### src/rtl/rxs_pkg.sv
package rxs_pkg;

    localparam logic [7:0] CH_K = 8'hBC;
    localparam logic [7:0] CH_R = 8'h1C;
    localparam logic [7:0] CH_Q = 8'h9C;
    localparam logic [7:0] CH_A = 8'h7C;

    typedef enum logic [1:0] {
        LS_HUNT = 2'd0,
        LS_KOK  = 2'd1,
        LS_ILAS = 2'd2,
        LS_DATA = 2'd3
    } lane_st_e;

    typedef struct packed {
        logic [7:0] val;
        logic       ctl;
        logic       bad;
    } octet_t;

    // True when the octet is a clean control character with the given code.
    function automatic logic is_char(input octet_t o, input logic [7:0] code);
        return o.ctl && !o.bad && (o.val == code);
    endfunction

endpackage

### src/rtl/rxs_octet_aligner.sv
module rxs_octet_aligner
    import rxs_pkg::*;
(
    input  logic             clk,
    input  logic             rst,
    input  octet_t [3:0]     raw_i,
    input  logic   [1:0]     phase_i,
    output octet_t [3:0]     algn_o
);

    octet_t [3:0] prev_d, prev_q;
    octet_t [7:0] win;

    always_comb begin
        prev_d = raw_i;
    end

    always_ff @(posedge clk) begin
        if (rst) prev_q <= '0;
        else     prev_q <= prev_d;
    end

    // Window of two words: the earlier word occupies the low octets.
    assign win = {raw_i, prev_q};

    always_comb begin
        for (int o = 0; o < 4; o++) begin
            algn_o[o] = win[o + int'(phase_i)];
        end
    end

endmodule

### src/rtl/rxs_cfg_capture.sv
module rxs_cfg_capture #(
    parameter int WCW = 3
) (
    input  logic             clk,
    input  logic             rst,
    input  logic             cap_en_i,
    input  logic [WCW-1:0]   wcnt_i,
    input  logic [31:0]      val_i,
    output logic [127:0]     cfg_o
);

    localparam int NBYTES = 14;
    localparam int FIRST  = 2;

    logic [NBYTES-1:0][7:0] byt_d, byt_q;

    // Byte b lives at aligned octet b+FIRST: fixed word and lane octet.
    always_comb begin
        byt_d = byt_q;
        for (int b = 0; b < NBYTES; b++) begin
            if (cap_en_i && (wcnt_i == WCW'((b + FIRST) / 4))) begin
                byt_d[b] = val_i[((b + FIRST) % 4) * 8 +: 8];
            end
        end
    end

    always_ff @(posedge clk) begin
        if (rst) byt_q <= '0;
        else     byt_q <= byt_d;
    end

    assign cfg_o = {16'h0000, byt_q};

endmodule

### src/rtl/rxs_lane_fsm.sv
module rxs_lane_fsm
    import rxs_pkg::*;
#(
    parameter int MF_WORDS = 8,
    parameter int ILAS_MF  = 4
) (
    input  logic             clk,
    input  logic             rst,
    input  octet_t [3:0]     raw_i,
    input  logic             sync_rel_i,
    input  logic             restart_i,
    output logic             kok_o,
    output logic             aligned_o,
    output logic             err_o,
    output logic [31:0]      data_o,
    output logic             vld_o,
    output logic [3:0]       somf_o,
    output logic [127:0]     cfg_o
);

    localparam int WCW = (MF_WORDS > 1) ? $clog2(MF_WORDS) : 1;
    localparam int MFW = (ILAS_MF > 1) ? $clog2(ILAS_MF) : 1;
    localparam logic [WCW-1:0] W_LAST = WCW'(MF_WORDS - 1);
    localparam logic [MFW-1:0] M_LAST = MFW'(ILAS_MF - 1);
    localparam logic [MFW-1:0] M_CFG  = MFW'(1);

    typedef struct packed {
        lane_st_e         st;
        logic [2:0]       kcnt;
        logic [2:0]       chk;
        logic [1:0]       phase;
        logic [WCW-1:0]   wcnt;
        logic [MFW-1:0]   mf;
        logic [31:0]      dat;
        logic             vld;
        logic [3:0]       somf;
    } lane_t;

    lane_t        d, q;
    octet_t [3:0] algn;
    logic [31:0]  algn_val;
    logic         err;
    logic         any_bad;

    rxs_octet_aligner u_algn (
        .clk     (clk),
        .rst     (rst),
        .raw_i   (raw_i),
        .phase_i (q.phase),
        .algn_o  (algn)
    );

    always_comb begin
        for (int o = 0; o < 4; o++) algn_val[o*8 +: 8] = algn[o].val;
    end

    rxs_cfg_capture #(.WCW(WCW)) u_cfg (
        .clk      (clk),
        .rst      (rst),
        .cap_en_i (q.st == LS_ILAS && q.mf == M_CFG),
        .wcnt_i   (q.wcnt),
        .val_i    (algn_val),
        .cfg_o    (cfg_o)
    );

    always_comb begin
        logic [2:0] k;
        logic [2:0] c;
        logic       done;
        d       = q;
        err     = 1'b0;
        d.vld   = 1'b0;
        d.somf  = 4'b0000;
        k       = q.kcnt;
        c       = q.chk;
        done    = 1'b0;
        any_bad = algn[0].bad | algn[1].bad | algn[2].bad | algn[3].bad;
        unique case (q.st)
            LS_HUNT: begin
                for (int i = 0; i < 4; i++) begin
                    if (is_char(raw_i[i], CH_K)) k = (k >= 3'd4) ? 3'd4 : k + 3'd1;
                    else                         k = 3'd0;
                end
                d.kcnt = k;
                if (k == 3'd4) begin
                    d.st  = LS_KOK;
                    d.chk = 3'd0;
                end
            end
            LS_KOK: begin
                for (int i = 0; i < 4; i++) begin
                    if (!done) begin
                        if (raw_i[i].bad) begin
                            err  = 1'b1;
                            done = 1'b1;
                        end else if (is_char(raw_i[i], CH_K)) begin
                            if (sync_rel_i) c = (c >= 3'd4) ? 3'd4 : c + 3'd1;
                        end else if (c == 3'd4 && is_char(raw_i[i], CH_R)) begin
                            d.phase = 2'(i);
                            d.st    = LS_ILAS;
                            d.wcnt  = '0;
                            d.mf    = '0;
                            done    = 1'b1;
                        end else begin
                            err  = 1'b1;
                            done = 1'b1;
                        end
                    end
                end
                d.chk = c;
            end
            LS_ILAS: begin
                if (any_bad) err = 1'b1;
                if (q.wcnt == '0 && !is_char(algn[0], CH_R)) err = 1'b1;
                if (q.wcnt == '0 && q.mf == M_CFG && !is_char(algn[1], CH_Q)) err = 1'b1;
                if (q.wcnt == W_LAST && !is_char(algn[3], CH_A)) err = 1'b1;
                if (q.wcnt == W_LAST) begin
                    d.wcnt = '0;
                    if (q.mf == M_LAST) d.st = LS_DATA;
                    else                d.mf = q.mf + MFW'(1);
                end else begin
                    d.wcnt = q.wcnt + WCW'(1);
                end
            end
            LS_DATA: begin
                if (any_bad) err = 1'b1;
                d.dat  = algn_val;
                d.vld  = 1'b1;
                d.somf = (q.wcnt == '0) ? 4'b0001 : 4'b0000;
                d.wcnt = (q.wcnt == W_LAST) ? '0 : q.wcnt + WCW'(1);
            end
            default: d.st = LS_HUNT;
        endcase
        if (err || restart_i) begin
            d.st   = LS_HUNT;
            d.kcnt = 3'd0;
            d.chk  = 3'd0;
            d.wcnt = '0;
            d.mf   = '0;
            d.vld  = 1'b0;
            d.somf = 4'b0000;
        end
    end

    always_ff @(posedge clk) begin
        if (rst) q <= '0;
        else     q <= d;
    end

    assign kok_o     = (q.st != LS_HUNT);
    assign aligned_o = (q.st == LS_DATA);
    assign err_o     = err;
    assign data_o    = q.dat;
    assign vld_o     = q.vld;
    assign somf_o    = q.somf;

    // alignment entry only after the full post-release check count
    a_r2_entry_after_check: assert property (@(posedge clk) disable iff (rst)
        (q.st == LS_ILAS && $past(q.st) == LS_KOK) |-> $past(q.chk) == 3'd4);

    // the recorded octet phase never moves during alignment or data
    a_r3_phase_stable: assert property (@(posedge clk) disable iff (rst)
        ((q.st == LS_ILAS || q.st == LS_DATA) &&
         ($past(q.st) == LS_ILAS || $past(q.st) == LS_DATA)) |-> $stable(q.phase));

    // the data phase is entered only from the alignment sequence
    a_r6_data_from_ilas: assert property (@(posedge clk) disable iff (rst)
        (q.st == LS_DATA && $past(q.st) != LS_DATA) |-> $past(q.st) == LS_ILAS);

    // the marker is a single octet position and only on valid words
    a_r7_somf_valid: assert property (@(posedge clk) disable iff (rst)
        (q.somf != 4'b0000) |-> (q.vld && q.somf == 4'b0001));

endmodule

### src/rtl/rx_link_sync.sv
module rx_link_sync
    import rxs_pkg::*;
#(
    parameter int LANES        = 2,
    parameter int FRAME_OCTETS = 1,
    parameter int MF_FRAMES    = 32,
    parameter int ILAS_MF      = 4
) (
    input  logic                   clk,
    input  logic                   rst,
    input  logic [LANES*32-1:0]    rx_word_i,
    input  logic [LANES*4-1:0]     rx_ctl_i,
    input  logic [LANES*4-1:0]     rx_disp_err_i,
    input  logic [LANES*4-1:0]     rx_nit_err_i,
    output logic                   sync_n_o,
    output logic                   lane_aligned_o,
    output logic                   rx_valid_o,
    output logic [LANES*32-1:0]    rx_data_o,
    output logic [3:0]             somf_o,
    output logic                   err_irq_o,
    output logic [LANES*128-1:0]   cfg_o
);

    localparam int MF_OCTETS = FRAME_OCTETS * MF_FRAMES;
    localparam int MF_WORDS  = MF_OCTETS / 4;

    typedef struct packed {
        logic irq;
    } top_t;

    top_t d, q;

    octet_t [LANES-1:0][3:0] raw;
    logic   [LANES-1:0]      kok, alg, lerr, vld;
    logic   [LANES-1:0][3:0] somf;
    logic                    any_err;

    always_comb begin
        for (int l = 0; l < LANES; l++) begin
            for (int o = 0; o < 4; o++) begin
                raw[l][o].val = rx_word_i[l*32 + o*8 +: 8];
                raw[l][o].ctl = rx_ctl_i[l*4 + o];
                raw[l][o].bad = rx_disp_err_i[l*4 + o] | rx_nit_err_i[l*4 + o];
            end
        end
    end

    for (genvar l = 0; l < LANES; l++) begin : g_lane
        rxs_lane_fsm #(
            .MF_WORDS (MF_WORDS),
            .ILAS_MF  (ILAS_MF)
        ) u_lane (
            .clk        (clk),
            .rst        (rst),
            .raw_i      (raw[l]),
            .sync_rel_i (sync_n_o),
            .restart_i  (any_err),
            .kok_o      (kok[l]),
            .aligned_o  (alg[l]),
            .err_o      (lerr[l]),
            .data_o     (rx_data_o[l*32 +: 32]),
            .vld_o      (vld[l]),
            .somf_o     (somf[l]),
            .cfg_o      (cfg_o[l*128 +: 128])
        );
    end

    assign any_err        = |lerr;
    assign sync_n_o       = &kok;
    assign lane_aligned_o = &alg;
    assign rx_valid_o     = &vld;
    assign somf_o         = somf[0];

    always_comb begin
        d     = q;
        d.irq = any_err | (q.irq & ~lane_aligned_o);
    end

    always_ff @(posedge clk) begin
        if (rst) q <= '0;
        else     q <= d;
    end

    assign err_irq_o = q.irq;

    // an error always leaves the interrupt flag set
    a_r9_irq_on_error: assert property (@(posedge clk) disable iff (rst)
        any_err |=> err_irq_o);

    // the flag holds until the link is aligned
    a_r9_irq_hold: assert property (@(posedge clk) disable iff (rst)
        (err_irq_o && !lane_aligned_o) |=> err_irq_o);

    // an error restarts the link on every lane
    a_r8_restart_all: assert property (@(posedge clk) disable iff (rst)
        any_err |=> (!sync_n_o && !lane_aligned_o && !rx_valid_o));

    // user words only while the link is aligned
    a_r6_valid_needs_aligned: assert property (@(posedge clk) disable iff (rst)
        rx_valid_o |-> lane_aligned_o);

endmodule

### config.mk
export PLATFORM = sky130hd
export DESIGN_NAME = rx_link_sync
export DESIGN_NICKNAME = d
export VERILOG_FILES = /design/src/rtl/rxs_pkg.sv /design/src/rtl/rxs_octet_aligner.sv /design/src/rtl/rxs_cfg_capture.sv /design/src/rtl/rxs_lane_fsm.sv /design/src/rtl/rx_link_sync.sv
export SDC_FILE = /design/constraint.sdc
export NUM_CORES = 1
export LEC_CHECK = 0
export ABC_AREA = 1
export BUFFER_PORTS_ARGS = -buffer_cell sky130_fd_sc_hd__buf_2
export CAP_MARGIN = 40
export CORE_ASPECT_RATIO = 1.25
export CORE_UTILIZATION = 50
export DETAILED_ROUTE_END_ITERATION = 8
export GPL_ROUTABILITY_DRIVEN = 0
export HOLD_SLACK_MARGIN = 0.02
export PLACE_DENSITY = 0.77
export SYNTH_ARGS = -nofsm -noshare
export SYNTH_HDL_FRONTEND = slang
export SYNTH_SLANG_ARGS = --single-unit
export TNS_END_PERCENT = 100
### constraint.sdc
create_clock -name clk -period 4.7 [get_ports clk]
set_input_delay 0.47 -clock clk [delete_from_list [all_inputs] [get_ports clk]]
set_output_delay 0.47 -clock clk [all_outputs]
set_load 0.005 [all_outputs]
==> reports/qor.csv <==
stage,metric,value,unit
status,status,finished clean,
timing,fmax,0.242,GHz
cells_and_area,final_nets,3451,
grt,grt_max_degree,117,
worst_setup_path,criticalPathCategory,register to register,
floorplan,die_y,229,um
cells_and_area,syn2layout_area_growth,14.8,%
cells_and_area,drive_above_1_share,0.163,
pwr,power.internal,5990,uW
routing,dr_wl_met3,5.77,mm
place,place_area,0.0223,sq mm
pwr,total_power,8860,uW
worst_setup_path,worstPathRequired,5160,ps
floorplan,coreArea,0.0404,sq mm
timing,setup_violations,0,
yosys,ys_ff_latch,402,
yosys,yosys.area.top_type_share,0.390,
timing,finalCritPeriodShare,0.880,
timing,rsz0062_at_grt,false,
pwr,p_comb_frac,0.216,
clocking,cts_buffers,40,
worst_setup_path,start_kind,register,
routing,ant_nets,0,
clocking,clock_latency,550,ps
timing,setup_tns,0,ps
routing,vias_per_cell,5.39,
grt,grt_pass1_wl,103,mm
routing,routed.top_layer,met4,
floorplan,floorplan.initialDensity,0.510,
yosys,yosysWarnings,0,
yosys,netlist.top_cell.by_area,dfxtp_1,
clocking,post-cts-setup-buffers,0,
run,maxCapViolations,0,
routing,wl_per_cell,17.3,um
yosys,postSynth.asyncResetShare,0,
floorplan,core.rowCount,82,
cells_and_area,fillers,3893,
worst_hold_path,hold_path_class,primary input to register,
yosys,synth_edf_count,0,
yosys,synth_area_leaders,"dfxtp_1 39%, nand2_1 12%, o21ai_0 7.5%, inv_1 6.8%, nand3_1 6.3%",
routing,drcViolationCount,0,
yosys,syn-cell-area,0.0206,sq mm
timing,worst_pin_slew,927,ps
worst_setup_path,worstPathMaxFanout,14,
routing,wl,67.1,mm
yosys,ys.flop_type,dfxtp_1,
routing,wl_met1,25.6,mm
grt,grt_util_all_layers,0.311,
pwr,power.net_switching,2870,uW
routing,num_vias,20900,
grt,antenna_found_initial,3,
pwr,swShare,0.324,
yosys,yosys.cell_count.top_type,nand2_1,
clocking,cts_tree,yes,
pwr,leakage,0.0126,uW
yosys,syn_avg_cell_area,6.75,sq um
yosys,synth_commonest_cells,"664 x nand2_1, 402 x dfxtp_1, 373 x inv_1",
timing,min_period,4140,ps
cells_and_area,finalInstanceArea,0.0237,sq mm
place,dp_hpwl,48.0,mm
place,io_buffers,382,
yosys,yosysUniqueCellTypes,38,
timing,worst_slew_margin_rel,0.382,
pwr,seq_power_share,0.396,
pwr,power_frac_clock,0.388,
timing,fin_worst_skew,15.9,ps
timing,drv_slew,0,
clocking,clkTransAtPathRegs,60,ps
grt,grt_pass1_vias,18800,
routing,first_iter_violations,1969,
grt,overflow,0,
floorplan,die_x,184,um
pwr,ir_worst_vdd,0.000256,V
clocking,htreeDepth,2,
yosys,syn_inst,3058,
floorplan,dieArea,0.0421,sq mm
yosys,yosysSeqAreaShare,0.390,
clocking,cts_root_buf,clkbuf_16,
routing,dr.pass1.iters,5,
worst_setup_path,crit_arrival,4600,ps
routing,wl_met2,30.6,mm
worst_setup_path,endpoint_kind,register,
timing,finalHoldViolCount,0,
floorplan,io_pins,418,
clocking,cts_sinks,402,
pwr,powerDensity,374,mW/mm^2
clocking,clockBufferDepth,3,
layout by cell type, fill, tap and decap left out, types with 5 or more instances in the layout:
cell type	synthesis	routed
a21oi_1	177	177
buf_2	29	389
buf_4	106	31
bufinv_16	0	6
clkbuf_1	97	7
clkbuf_16	0	41
clkbuf_8	0	7
clkinv_2	0	8
conb_1	1	35
dfxtp_1	402	400
ha_1	62	60
inv_1	373	372
inv_2	7	7
nand2_1	664	664
nand3_1	260	260
nand4_1	28	28
nor2_1	327	325
nor2_2	23	25
nor3_1	13	13
nor4_1	8	8
o211ai_1	69	69
o21ai_0	311	311
o21ai_1	13	13
o21bai_1	18	18
or2_2	5	5
through the flow:
step           hold WS, ps  utilization  worst slack, ps  instances
2_1_floorplan          450            -              947       3092
3_3_place_gp           458        0.548              345       3791
3_5_place_dp           467        0.551              206       3802
4_1_cts                139        0.585              423       3874
5_1_grt                157        0.586             21.3       3877
6_report               160        0.586              563       3878
worst max-delay path, cell delays in order, from the launching register on:
cell and delay (ps):
dfxtp_1 380, inv_1 100, ha_1 290, nor2_2 150, inv_1 100, nor2_1 230
nand3_1 130, o21ai_1 140, inv_1 80, ha_1 280, inv_1 30, o21ai_0 280
ha_1 290, nand4_1 110, nand2_1 90, inv_1 60, ha_1 150, nand3_1 80
nor3_1 200, nand2_1 80, nand3_1 70, nand2_1 50, nand2_1 50, nand3_1 80
nand2_2 150, nand3_4 240, nor2_1 170
power groups by stage:
stage / registers, uW / logic [uW] / clock network, uW
2_1_floorplan: 3570 / 1220 / 0
3_3_place_gp: 3590 / 1840 / 0
3_5_place_dp: 3590 / 1850 / 0
4_1_cts: 3510 / 1870 / 3470
5_1_grt: 3520 / 2080 / 3610
6_report: 3510 / 1920 / 3430
timing repair:
item | CTS | global route
resized for setup | 0 | 1
hold buffers | 0 | 0
setup endpoints to repair | 0 | 27
endpoints found under the hold margin | 0 | 0
final timing paths:
kind                                from                                 end  slack, ps  depth (start not counted)
max               g_lane[0].u_lane.q[50]              g_lane[0].u_lane.q[41]        560                         26
max reg2reg       g_lane[0].u_lane.q[50]              g_lane[0].u_lane.q[41]        560                         26
min                        rx_word_i[20]  g_lane[0].u_lane.u_algn.prev_q[26]        160                          3
min reg2reg  g_lane[1].u_lane.data_o[25]         g_lane[1].u_lane.data_o[25]        480                          2
layout make-up:
type	instances	area [sq um]	area share
repair buffers	422	2230	0.0940
inverters	384	1450	0.0612
diodes	3	7.51	0.000317
clock buffers	55	1150	0.0485
multi-input cells	2049	9860	0.416
flip-flops and latches	402	8050	0.340
well taps	546	683	0.0288
clock inverters	17	255	0.0108
state kept, by name (all words and copies together) (netlist names):
name	count
g_lane.u_lane.q	30
g_lane.u_lane.u_cfg.cfg_o	224
err_irq_o	1
g_lane.u_lane.u_algn.prev_q	80
g_lane.u_lane.somf_o	1
g_lane.u_lane.data_o	64
g_lane.u_lane.vld_o	2
metal layers:
layer  vias to the layer above  track usage
met5                         -            0
met3                       242       0.0563
li1                      10200            -
met2                      1068        0.504
met1                      9427        0.364
met4                         0        0.229
cell families (layout without fill, tap and decap cells):
group                      after synthesis  after routing  share of synthesized area
and+or+nand+nor                       1349           1350                      0.275
adders and majority gates               62             62                     0.0376
buffers and inverters                  642            878                      0.139
DFF                                    402            402                      0.390
other                                    1             38                   0.000182
AOI/OAI and AO/OA                      602            602                      0.158
No activity file was read; power rests on OpenSTA's default activity.
